[config.mk]
export PLATFORM = sky130hd
export DESIGN_NAME = xlat_walker
export DESIGN_NICKNAME = d
export VERILOG_FILES = /design/src/rtl/xw_pkg.sv /design/src/rtl/xw_walk_ctrl.sv /design/src/rtl/xw_fault_log.sv /design/src/rtl/xlat_walker.sv
export SDC_FILE = /design/constraint.sdc
export NUM_CORES = 1
export LEC_CHECK = 0
export ABC_AREA = 1
export BUFFER_PORTS_ARGS = -buffer_cell sky130_fd_sc_hd__buf_2
export CELL_PAD_IN_SITES_DETAIL_PLACEMENT = 1
export CELL_PAD_IN_SITES_GLOBAL_PLACEMENT = 1
export CORE_MARGIN = 2
export CORE_UTILIZATION = 32
export DETAILED_ROUTE_END_ITERATION = 7
export GPL_ROUTABILITY_DRIVEN = 0
export PLACE_DENSITY = 0.76
export SLEW_MARGIN = 15
export SYNTH_ARGS = -nofsm -noshare
export SYNTH_HDL_FRONTEND = slang
export SYNTH_SLANG_ARGS = --single-unit
[constraint.sdc]
create_clock -name clk -period 2.2 [get_ports clk]
set_input_delay 0.66 -clock clk [delete_from_list [all_inputs] [get_ports clk]]
set_output_delay 0.66 -clock clk [all_outputs]
set_load 0.1 [all_outputs]
[src/rtl/xw_pkg.sv]
package xw_pkg;

    localparam int unsigned VA_W       = 32;
    localparam int unsigned DIR_IDX_W  = 12;
    localparam int unsigned PT_IDX_W   = 8;
    localparam int unsigned OFS_W      = VA_W - DIR_IDX_W - PT_IDX_W;
    localparam int unsigned ACI_W      = 4;
    localparam int unsigned ENT_SHIFT  = 2;
    localparam int unsigned FRAME_W    = VA_W - OFS_W;
    localparam int unsigned PTB_LOW    = PT_IDX_W + ENT_SHIFT;
    localparam int unsigned ACI_LSB    = 4;
    localparam int unsigned PTE_VLD    = 1;
    localparam int unsigned ST_L1_BIT  = 16;
    localparam int unsigned ST_L2_BIT  = 17;

    typedef enum logic [2:0] {
        S_IDLE,
        S_DIR_REQ,
        S_DIR_WAIT,
        S_PTE_REQ,
        S_PTE_WAIT,
        S_DONE
    } walk_state_e;

    typedef struct packed {
        logic [DIR_IDX_W-1:0] dir;
        logic [PT_IDX_W-1:0]  pt;
        logic [OFS_W-1:0]     ofs;
    } va_split_t;

    typedef struct packed {
        logic            valid;
        logic [VA_W-1:0] pt_base;
    } dir_dec_t;

    typedef struct packed {
        logic               valid;
        logic [FRAME_W-1:0] frame;
        logic [ACI_W-1:0]   aci;
    } pte_dec_t;

    typedef struct packed {
        logic [VA_W-1:0]  pa;
        logic [ACI_W-1:0] aci;
        logic             fault;
        logic             lvl2;
    } walk_rsp_t;

    function automatic dir_dec_t decode_dir(input logic [VA_W-1:0] ent);
        dir_dec_t d;
        d.valid   = (ent[1:0] == 2'b01);
        d.pt_base = {ent[VA_W-1:PTB_LOW], {PTB_LOW{1'b0}}};
        return d;
    endfunction

    function automatic pte_dec_t decode_pte(input logic [VA_W-1:0] ent);
        pte_dec_t p;
        p.valid = ent[PTE_VLD];
        p.frame = ent[VA_W-1:OFS_W];
        p.aci   = ent[ACI_LSB +: ACI_W];
        return p;
    endfunction

    function automatic logic [VA_W-1:0] entry_addr(input logic [VA_W-1:0] base,
                                                   input logic [VA_W-1:0] idx);
        return base + (idx << ENT_SHIFT);
    endfunction

endpackage

[src/rtl/xw_walk_ctrl.sv]
module xw_walk_ctrl
    import xw_pkg::*;
(
    input  logic             clk,
    input  logic             rst,
    input  logic [VA_W-1:0]  dir_base,
    input  logic             req_valid,
    input  logic [VA_W-1:0]  req_iova,
    output logic             busy,
    output logic             mem_req,
    output logic [VA_W-1:0]  mem_addr,
    input  logic             mem_rvalid,
    input  logic [VA_W-1:0]  mem_rdata,
    output logic             rsp_valid,
    output walk_rsp_t        rsp,
    output logic             set_l1,
    output logic             set_l2,
    output logic [VA_W-1:0]  cur_iova
);

    walk_state_e     state;
    va_split_t       va_q;
    logic [VA_W-1:0] ptb_q;
    walk_rsp_t       rsp_q;
    dir_dec_t        dd;
    pte_dec_t        pd;

    assign dd = decode_dir(mem_rdata);
    assign pd = decode_pte(mem_rdata);

    always_ff @(posedge clk) begin
        if (rst) begin
            state <= S_IDLE;
            va_q  <= '0;
            ptb_q <= '0;
            rsp_q <= '0;
        end else begin
            unique case (state)
                S_IDLE: begin
                    if (req_valid) begin
                        va_q  <= va_split_t'(req_iova);
                        state <= S_DIR_REQ;
                    end
                end
                S_DIR_REQ: state <= S_DIR_WAIT;
                S_DIR_WAIT: begin
                    if (mem_rvalid) begin
                        if (dd.valid) begin
                            ptb_q <= dd.pt_base;
                            state <= S_PTE_REQ;
                        end else begin
                            rsp_q <= '{pa: '0, aci: '0, fault: 1'b1, lvl2: 1'b0};
                            state <= S_DONE;
                        end
                    end
                end
                S_PTE_REQ: state <= S_PTE_WAIT;
                S_PTE_WAIT: begin
                    if (mem_rvalid) begin
                        if (pd.valid)
                            rsp_q <= '{pa: {pd.frame, va_q.ofs}, aci: pd.aci,
                                       fault: 1'b0, lvl2: 1'b0};
                        else
                            rsp_q <= '{pa: '0, aci: '0, fault: 1'b1, lvl2: 1'b1};
                        state <= S_DONE;
                    end
                end
                S_DONE: state <= S_IDLE;
                default: state <= S_IDLE;
            endcase
        end
    end

    always_comb begin
        mem_req  = 1'b0;
        mem_addr = '0;
        if (state == S_DIR_REQ) begin
            mem_req  = 1'b1;
            mem_addr = entry_addr(dir_base, VA_W'(va_q.dir));
        end else if (state == S_PTE_REQ) begin
            mem_req  = 1'b1;
            mem_addr = entry_addr(ptb_q, VA_W'(va_q.pt));
        end
    end

    assign busy      = (state != S_IDLE);
    assign rsp_valid = (state == S_DONE);
    assign rsp       = rsp_q;
    assign set_l1    = (state == S_DIR_WAIT) && mem_rvalid && !dd.valid;
    assign set_l2    = (state == S_PTE_WAIT) && mem_rvalid && !pd.valid;
    assign cur_iova  = va_q;

    // result strobe lasts one cycle
    p_rsp_pulse_r8: assert property (@(posedge clk) disable iff (rst)
        rsp_valid |=> !rsp_valid);

    // an idle request makes the walker busy on the next cycle
    p_accept_r7: assert property (@(posedge clk) disable iff (rst)
        (!busy && req_valid) |=> busy);

    // a memory read only happens inside a walk
    p_req_in_walk_r7: assert property (@(posedge clk) disable iff (rst)
        mem_req |-> busy);

    // a faulted result carries no address or index
    p_fault_zero_r5: assert property (@(posedge clk) disable iff (rst)
        (rsp_valid && rsp.fault) |-> (rsp.pa == '0 && rsp.aci == '0));

    // a level-2 flag never comes without the fault flag
    p_lvl2_has_fault_r6: assert property (@(posedge clk) disable iff (rst)
        (rsp_valid && rsp.lvl2) |-> rsp.fault);

endmodule

[src/rtl/xw_fault_log.sv]
module xw_fault_log
    import xw_pkg::*;
(
    input  logic            clk,
    input  logic            rst,
    input  logic            set_l1,
    input  logic            set_l2,
    input  logic [VA_W-1:0] iova,
    input  logic            clr_l1,
    input  logic            clr_l2,
    output logic            st_l1,
    output logic            st_l2,
    output logic [VA_W-1:0] l1_addr,
    output logic [VA_W-1:0] l2_addr
);

    always_ff @(posedge clk) begin
        if (rst) begin
            st_l1   <= 1'b0;
            st_l2   <= 1'b0;
            l1_addr <= '0;
            l2_addr <= '0;
        end else begin
            st_l1 <= set_l1 | (st_l1 & ~clr_l1);
            st_l2 <= set_l2 | (st_l2 & ~clr_l2);
            if (set_l1) l1_addr <= iova;
            if (set_l2) l2_addr <= iova;
        end
    end

    // status bit holds without a matching clear
    p_l1_sticky_r9: assert property (@(posedge clk) disable iff (rst)
        (st_l1 && !clr_l1) |=> st_l1);

    p_l2_sticky_r9: assert property (@(posedge clk) disable iff (rst)
        (st_l2 && !clr_l2) |=> st_l2);

    // a directory fault is captured with its address
    p_l1_capture_r5: assert property (@(posedge clk) disable iff (rst)
        set_l1 |=> (st_l1 && l1_addr == $past(iova)));

    // a page fault is captured with its address
    p_l2_capture_r6: assert property (@(posedge clk) disable iff (rst)
        set_l2 |=> (st_l2 && l2_addr == $past(iova)));

endmodule

[src/rtl/xlat_walker.sv]
module xlat_walker
    import xw_pkg::*;
(
    input  logic                       clk,
    input  logic                       rst,
    input  logic                       base_we,
    input  logic [31:0]                base_wdata,
    input  logic                       req_valid,
    input  logic [31:0]                req_iova,
    output logic                       busy,
    output logic                       mem_req,
    output logic [31:0]                mem_addr,
    input  logic                       mem_rvalid,
    input  logic [31:0]                mem_rdata,
    output logic                       rsp_valid,
    output logic [31:0]                rsp_pa,
    output logic [3:0]                 rsp_aci,
    output logic                       rsp_fault,
    output logic                       rsp_fault_lvl2,
    input  logic                       flt_clr_we,
    input  logic [ST_L2_BIT:ST_L1_BIT] flt_clr_data,
    output logic [31:0]                flt_status,
    output logic [31:0]                l1_err_addr,
    output logic [31:0]                l2_err_addr
);

    logic [VA_W-1:0] base_q;
    walk_rsp_t       rsp_w;
    logic            set_l1_w, set_l2_w;
    logic [VA_W-1:0] iova_w;
    logic            st_l1_w, st_l2_w;

    always_ff @(posedge clk) begin
        if (rst)          base_q <= '0;
        else if (base_we) base_q <= base_wdata;
    end

    xw_walk_ctrl u_ctrl (
        .clk        (clk),
        .rst        (rst),
        .dir_base   (base_q),
        .req_valid  (req_valid),
        .req_iova   (req_iova),
        .busy       (busy),
        .mem_req    (mem_req),
        .mem_addr   (mem_addr),
        .mem_rvalid (mem_rvalid),
        .mem_rdata  (mem_rdata),
        .rsp_valid  (rsp_valid),
        .rsp        (rsp_w),
        .set_l1     (set_l1_w),
        .set_l2     (set_l2_w),
        .cur_iova   (iova_w)
    );

    xw_fault_log u_flt (
        .clk     (clk),
        .rst     (rst),
        .set_l1  (set_l1_w),
        .set_l2  (set_l2_w),
        .iova    (iova_w),
        .clr_l1  (flt_clr_we & flt_clr_data[ST_L1_BIT]),
        .clr_l2  (flt_clr_we & flt_clr_data[ST_L2_BIT]),
        .st_l1   (st_l1_w),
        .st_l2   (st_l2_w),
        .l1_addr (l1_err_addr),
        .l2_addr (l2_err_addr)
    );

    assign rsp_pa         = rsp_w.pa;
    assign rsp_aci        = rsp_w.aci;
    assign rsp_fault      = rsp_w.fault;
    assign rsp_fault_lvl2 = rsp_w.lvl2;

    always_comb begin
        flt_status            = '0;
        flt_status[ST_L1_BIT] = st_l1_w;
        flt_status[ST_L2_BIT] = st_l2_w;
    end

endmodule

==> results of run 1 <==
## path summary, 6_finish.rpt
| kind | cells after the start | to | slack (ns) | start |
|---|---|---|---|---|
| worst max-delay path | 14 | mem_addr[24] | -0.86 | u_ctrl.cur_iova[22] |
| worst min-delay path | 3 | u_ctrl.ptb_q[20] | 0.45 | mem_rdata[20] |
| worst max register to register | 10 | u_flt.l1_addr[20] | 0.22 | u_ctrl.state[1] |
| worst min register to register | 2 | u_flt.st_l2 | 0.47 | u_flt.st_l2 |
## per-stage QoR
stage / power, mW / TNS, ns / area (um2) / utilization (%)
after floorplan: 8.47 / -6.77 / 9590 / -
after global placement: 10.2 / -9.86 / 12000 / 44.8
after detailed placement: 10.4 / -11.54 / 12000 / 44.8
after CTS: 14.3 / -20.93 / 13400 / 50.3
after global routing: 15.3 / -25.33 / 13900 / 52.1
final: 14.7 / -22.79 / 13900 / 52.1
## state kept, by name, summed over array words and instances (netlist names)
signal and count:
u_ctrl.rsp 38, base_q 32, u_ctrl.cur_iova 32, u_flt.l1_addr 32, u_flt.l2_addr 32, u_ctrl.ptb_q 22, u_ctrl.state 3, u_flt.st_l1 1
u_flt.st_l2 1
## power breakdown
part           total (mW)  internal (mW)  switching, mW  leakage, nW
sequential           4.27           3.96          0.318         1.58
combinational        7.16           2.32           4.84         4.52
clock                3.30           1.56           1.74        0.298
total                14.7           7.83           6.90         6.40
## kinds of logic (layout without fill, tap and decap cells)
kind of cell / Yosys count / count (layout) / share of synthesized area [%]
flops: 193 / 193 / 44.7
other cells: 1 / 31 / 0.0433
fa+ha+maj: 13 / 13 / 1.97
xor+xnor: 3 / 3 / 0.304
buf+inv: 200 / 502 / 11.3
simple gates: 466 / 466 / 22.0
compound gates: 309 / 309 / 19.7
## worst max-delay path: stages (launching register included)
cell	delay (ns)
dfxtp_4	0.37
ha_4	0.31
buf_4	0.15
nand3_2	0.11
nand3_4	0.13
nand2_2	0.08
nand2_2	0.07
nand2_2	0.07
nand2_2	0.09
buf_6	0.12
nand2_4	0.05
nand2_4	0.09
nand3_4	0.08
nand2_8	0.07
buf_12	0.16
## routing by layer
layer | GRT usage (%) | wire (um) | vias to the layer above
met5 | 0 | 13 | -
met4 | 6.82 | 840 | 2
met3 | 5.76 | 1890 | 57
met2 | 41.0 | 17600 | 252
met1 | 27.5 | 14300 | 4460
li1 | - | - | 4441
## synthesized netlist by cell type (12+ instances only)
cell type  instances  area (um2)
buf_4             37         278
a22oi_1           25         188
clkbuf_1          30         113
buf_2             14        70.1
nand2_1          186         698
a21oi_1          129         646
dfxtp_1          193        3860
nor2_1           212         796
nand3_1           42         210
inv_1            101         379
ha_1              12         150
o21ai_0          135         676
## area by class of cell
| cell class | instances | area [um2] |
|---|---|---|
| Antenna cell | 1 | 2.50 |
| Timing Repair Buffer | 365 | 2940 |
| Inverter | 105 | 412 |
| Sequential cell | 193 | 3910 |
| Tap cell | 341 | 427 |
| Clock buffer | 17 | 425 |
| Multi-Input combinational cell | 821 | 5620 |
| Clock inverter | 15 | 181 |
| Fill cell | 3151 | 12800 |
## timing repair
| action | 4_1_cts | 5_1_grt |
|---|---|---|
| hold buffers | 0 | 0 |
| setup buffers | 23 | 21 |
| gates resized for setup | 188 | 100 |
| gates cloned | 1 | 0 |
| endpoints found under the setup margin | 32 | 34 |
| pin swaps | 56 | 51 |
==> impl_metrics.json, run 1 <==
{
  "async_flop_share_pct": 0,
  "cts_tree": "done",
  "synthCells": 1185,
  "grt_pass1_vias": 9585,
  "dp_hpwl_um": 23300,
  "powerDensity_mw_per_mm2": 1060,
  "initial_core_util_pct": 32.4,
  "num_vias": 9212,
  "synth_area_mm2": 0.00865,
  "rows": 60,
  "status": "finished, violations left",
  "place_inst": 1792,
  "die_h_um": 168,
  "final_common_cell": "buf_2",
  "clkLatencyLatePin_ns": 0.44,
  "drc": 0,
  "htreeDepth": 4,
  "synth-edff-count": 0,
  "worst_pin_slew_ns": 0.875,
  "area_growth_pct": 60.8,
  "routedWlPerCell_um": 18.7,
  "crit_type": "flip-flop to primary output",
  "clk_pin_slew_worst_paths_ns": 0.09,
  "finalNetCount": 1620,
  "critPathMaxFanout": 4,
  "first_iter_violations": 358,
  "synth-seq-cells": 193,
  "firstDrtPassIters": 4,
  "fin_crit_sh_pct": 139,
  "setup_violations": 32,
  "ios": 273,
  "violations": "setup timing",
  "syn_avg_cell_area_um2": 7.30,
  "core-area_mm2": 0.0267,
  "arrival_ns": 2.40,
  "numCtsBuffers": 17,
  "grt_util_all_layers_pct": 23.1,
  "ys_warn_count": 0,
  "seq_area_frac_synth_pct": 44.7,
  "drive_gt1_share_pct": 45.1,
  "ys_types": 39,
  "endpoint_kind": "primary output",
  "post-route-min-period_ns": 3.06,
  "setup_slack_ns": -0.862,
  "hold_ws_ns": 0.451,
  "drt_wl_total_um": 34700,
  "max-clock-path-buffers": 2,
  "viasPerCell": 4.96,
  "final_cells": 1858,
  "final_hold_viol_count": 0,
  "root_buffer": "clkbuf_16",
  "slew_violations": 0,
  "antenna_found_initial": 3,
  "critPathLaunchType": "flip-flop",
  "yosys_most_used_dff": "dfxtp_1",
  "ant_nets": 0,
  "ir_drop_mv": 0.516,
  "layout_common_cells": "203 x buf_2, 194 x nor2_1, 169 x dfxtp_1",
  "die_w_um": 168,
  "numPortBuffers": 238,
  "grt-ovfl-total": 0,
  "p_leak_nw": 6.40,
  "grt_max_degree": 74,
  "clock-sinks": 193,
  "grt_pass1_wl_um": 51800,
  "max_freq_mhz": 327,
  "relSlewSlack_pct": 41.6,
  "die_area_mm2": 0.0284,
  "hold_path_class": "primary input to flip-flop",
  "cap_violations": 0,
  "rsz0062_at_grt": "yes",
  "finClkSkew_ns": 0.0163,
  "preCtsSetupSlack_ns": -0.533,
  "required_ns": 1.54
}
Note: power is estimated with default switching activity, not from simulation.
==> run 2: changes to the inputs <==
--- a/config.mk
+++ b/config.mk
@@ -7,13 +7,14 @@
 export LEC_CHECK = 0
 export ABC_AREA = 1
 export BUFFER_PORTS_ARGS = -buffer_cell sky130_fd_sc_hd__buf_2
-export CELL_PAD_IN_SITES_DETAIL_PLACEMENT = 1
+export CELL_PAD_IN_SITES_DETAIL_PLACEMENT = 0
 export CELL_PAD_IN_SITES_GLOBAL_PLACEMENT = 1
 export CORE_MARGIN = 2
 export CORE_UTILIZATION = 32
 export DETAILED_ROUTE_END_ITERATION = 7
 export GPL_ROUTABILITY_DRIVEN = 0
 export PLACE_DENSITY = 0.76
+export SETUP_SLACK_MARGIN = 0.2
 export SLEW_MARGIN = 15
 export SYNTH_ARGS = -nofsm -noshare
 export SYNTH_HDL_FRONTEND = slang
==> run 2 against run 1 <==
  * The run still ends with setup timing left
  * Clock skew decreased by 0.0018 ns
  * Combinational power increased by 7.0%
  * Clock power is 4% lower
  * Count of clock-buffer cells in the layout increased by 2
  * Non-clock buffer count is 16 higher
==> impl_metrics.json, run 2 (synthesis results as in run 1) <==
{
  "grtUsageMet2_pct": 32.5,
  "core-area_mm2": 0.0267,
  "rsz0062_at_grt": "yes",
  "htreeDepth": 4,
  "post-route-min-period_ns": 2.99,
  "clk_pin_slew_worst_paths_ns": 0.08,
  "rows": 60,
  "viasPerCell": 4.87,
  "cts_hold_buffers": 0,
  "final_cells": 1877,
  "finalNetCount": 1637,
  "finalSetupTns_ns": -20.80,
  "crit_type": "flip-flop to primary output",
  "grtUsageMet3_pct": 5.43,
  "setup_violations": 31,
  "routedWlPerCell_um": 17.2,
  "cts_tree": "done",
  "num_vias": 9133,
  "relSlewSlack_pct": 63.0,
  "cap_violations": 0,
  "drt_wl_total_um": 32200,
  "numCtsBuffers": 17,
  "slew_violations": 0,
  "antenna_found_initial": 3,
  "worst_pin_slew_ns": 0.550,
  "drive_gt1_share_pct": 50.5,
  "setup_slack_ns": -0.788,
  "busiest_layer": "met2",
  "endpoint_kind": "primary output",
  "grt_max_degree": 74,
  "clkLatencyLatePin_ns": 0.44,
  "status": "finished, violations left",
  "total_power_mw": 15.1,
  "violations": "setup timing",
  "root_buffer": "clkbuf_16",
  "die_area_mm2": 0.0284,
  "ir_drop_mv": 0.611,
  "finClkSkew_ns": 0.0145,
  "crit_start": "u_ctrl.cur_iova[20]",
  "drc": 0,
  "final_hold_viol_count": 0,
  "place_inst": 1785,
  "largest_register_ffs": 38,
  "die_w_um": 168,
  "numPortBuffers": 238,
  "ios": 273,
  "min-delay-start": "base_wdata[9]",
  "grt_pass1_vias": 8366,
  "max-clock-path-buffers": 2,
  "final_common_cell": "buf_2",
  "r2r-start": "u_ctrl.state[0]",
  "hold_path_class": "primary input to flip-flop",
  "grt-ovfl-total": 0,
  "critPathLaunchType": "flip-flop",
  "powerDensity_mw_per_mm2": 1040,
  "max_freq_mhz": 335,
  "critPathMaxFanout": 8,
  "arrival_ns": 2.33,
  "initial_core_util_pct": 32.4,
  "p_leak_nw": 6.52,
  "layout_common_cells": "204 x buf_2, 175 x nor2_1, 168 x dfxtp_1",
  "die_h_um": 168,
  "grtUsageMet1_pct": 25.9,
  "first_iter_violations": 433,
  "fillers": 2423,
  "grt_pass1_wl_um": 44700,
  "ant_nets": 0,
  "clock-sinks": 193,
  "required_ns": 1.54,
  "fin_crit_sh_pct": 136,
  "dp_hpwl_um": 20500,
  "firstDrtPassIters": 5,
  "grt_util_all_layers_pct": 19.8,
  "area_growth_pct": 68.6
}
==> run 2: path summary, 6_finish.rpt <==
check	to	slack, ns	depth (start not counted)
hold / removal	base_q[9]	0.45	3
hold reg to reg	u_ctrl.rsp[1]	0.47	2
setup / recovery	mem_addr[14]	-0.79	11
setup reg to reg	u_flt.l1_addr[30]	0	14
==> run 2: timing repair <==
item	4_1_cts	5_1_grt
resized for setup	123	281
buffers inserted	19	21
endpoints found under the setup margin	35	113
hold endpoints to repair	0	0
gates cloned	0	17
pin swaps	33	121
==> run 2: layer usage <==
| layer | vias to the layer above | wire, um |
|---|---|---|
| met3 | 47 | 2100 |
| met4 | 0 | 711 |
| li1 | 4488 | - |
| met1 | 4319 | 13900 |
| met5 | - | 0 |
| met2 | 279 | 15500 |
==> run 2: final cells by class <==
class                      instances  area (um2)  area share (%)
multi-input combinational        822        5900            40.5
timing repair buffer             381        3340            22.9
antenna                            3        7.51          0.0514
tap                              341         427            2.92
clock buffer                      19         443            3.04
inverter                         105         414            2.84
clock inverter                    13         141           0.969
sequential                       193        3910            26.8
==> run 2: stage by stage <==
| stage | worst slack (ns) | util, % | hold WS [ns] | cell area, um2 |
|---|---|---|---|---|
| final | -0.788 | 54.6 | 0.450 | 14600 |
| after global routing | -0.908 | 54.6 | 0.461 | 14600 |
| after CTS | -0.777 | 49.2 | 0.433 | 13100 |
| after detailed placement | -0.504 | 44.7 | 0.459 | 11900 |
| after global placement | -0.498 | 44.7 | 0.454 | 11900 |
| after floorplan | -0.380 | - | 0.444 | 9610 |
==> run 2: critical path, cell delays in order (launching register included) <==
cell	delay (ns)
dfxtp_2	0.34
ha_4	0.16
fa_2	0.37
nand3_2	0.10
nand3_4	0.10
nand3_2	0.10
nand3_4	0.13
a21oi_2	0.13
o21ai_0	0.08
buf_4	0.14
nand2_4	0.05
buf_12	0.17
==> run 2: power by group <==
part	switching (mW)	internal [mW]
clock	1.63	1.55
sequential	0.322	3.96
combinational	5.03	2.63
total	6.98	8.14
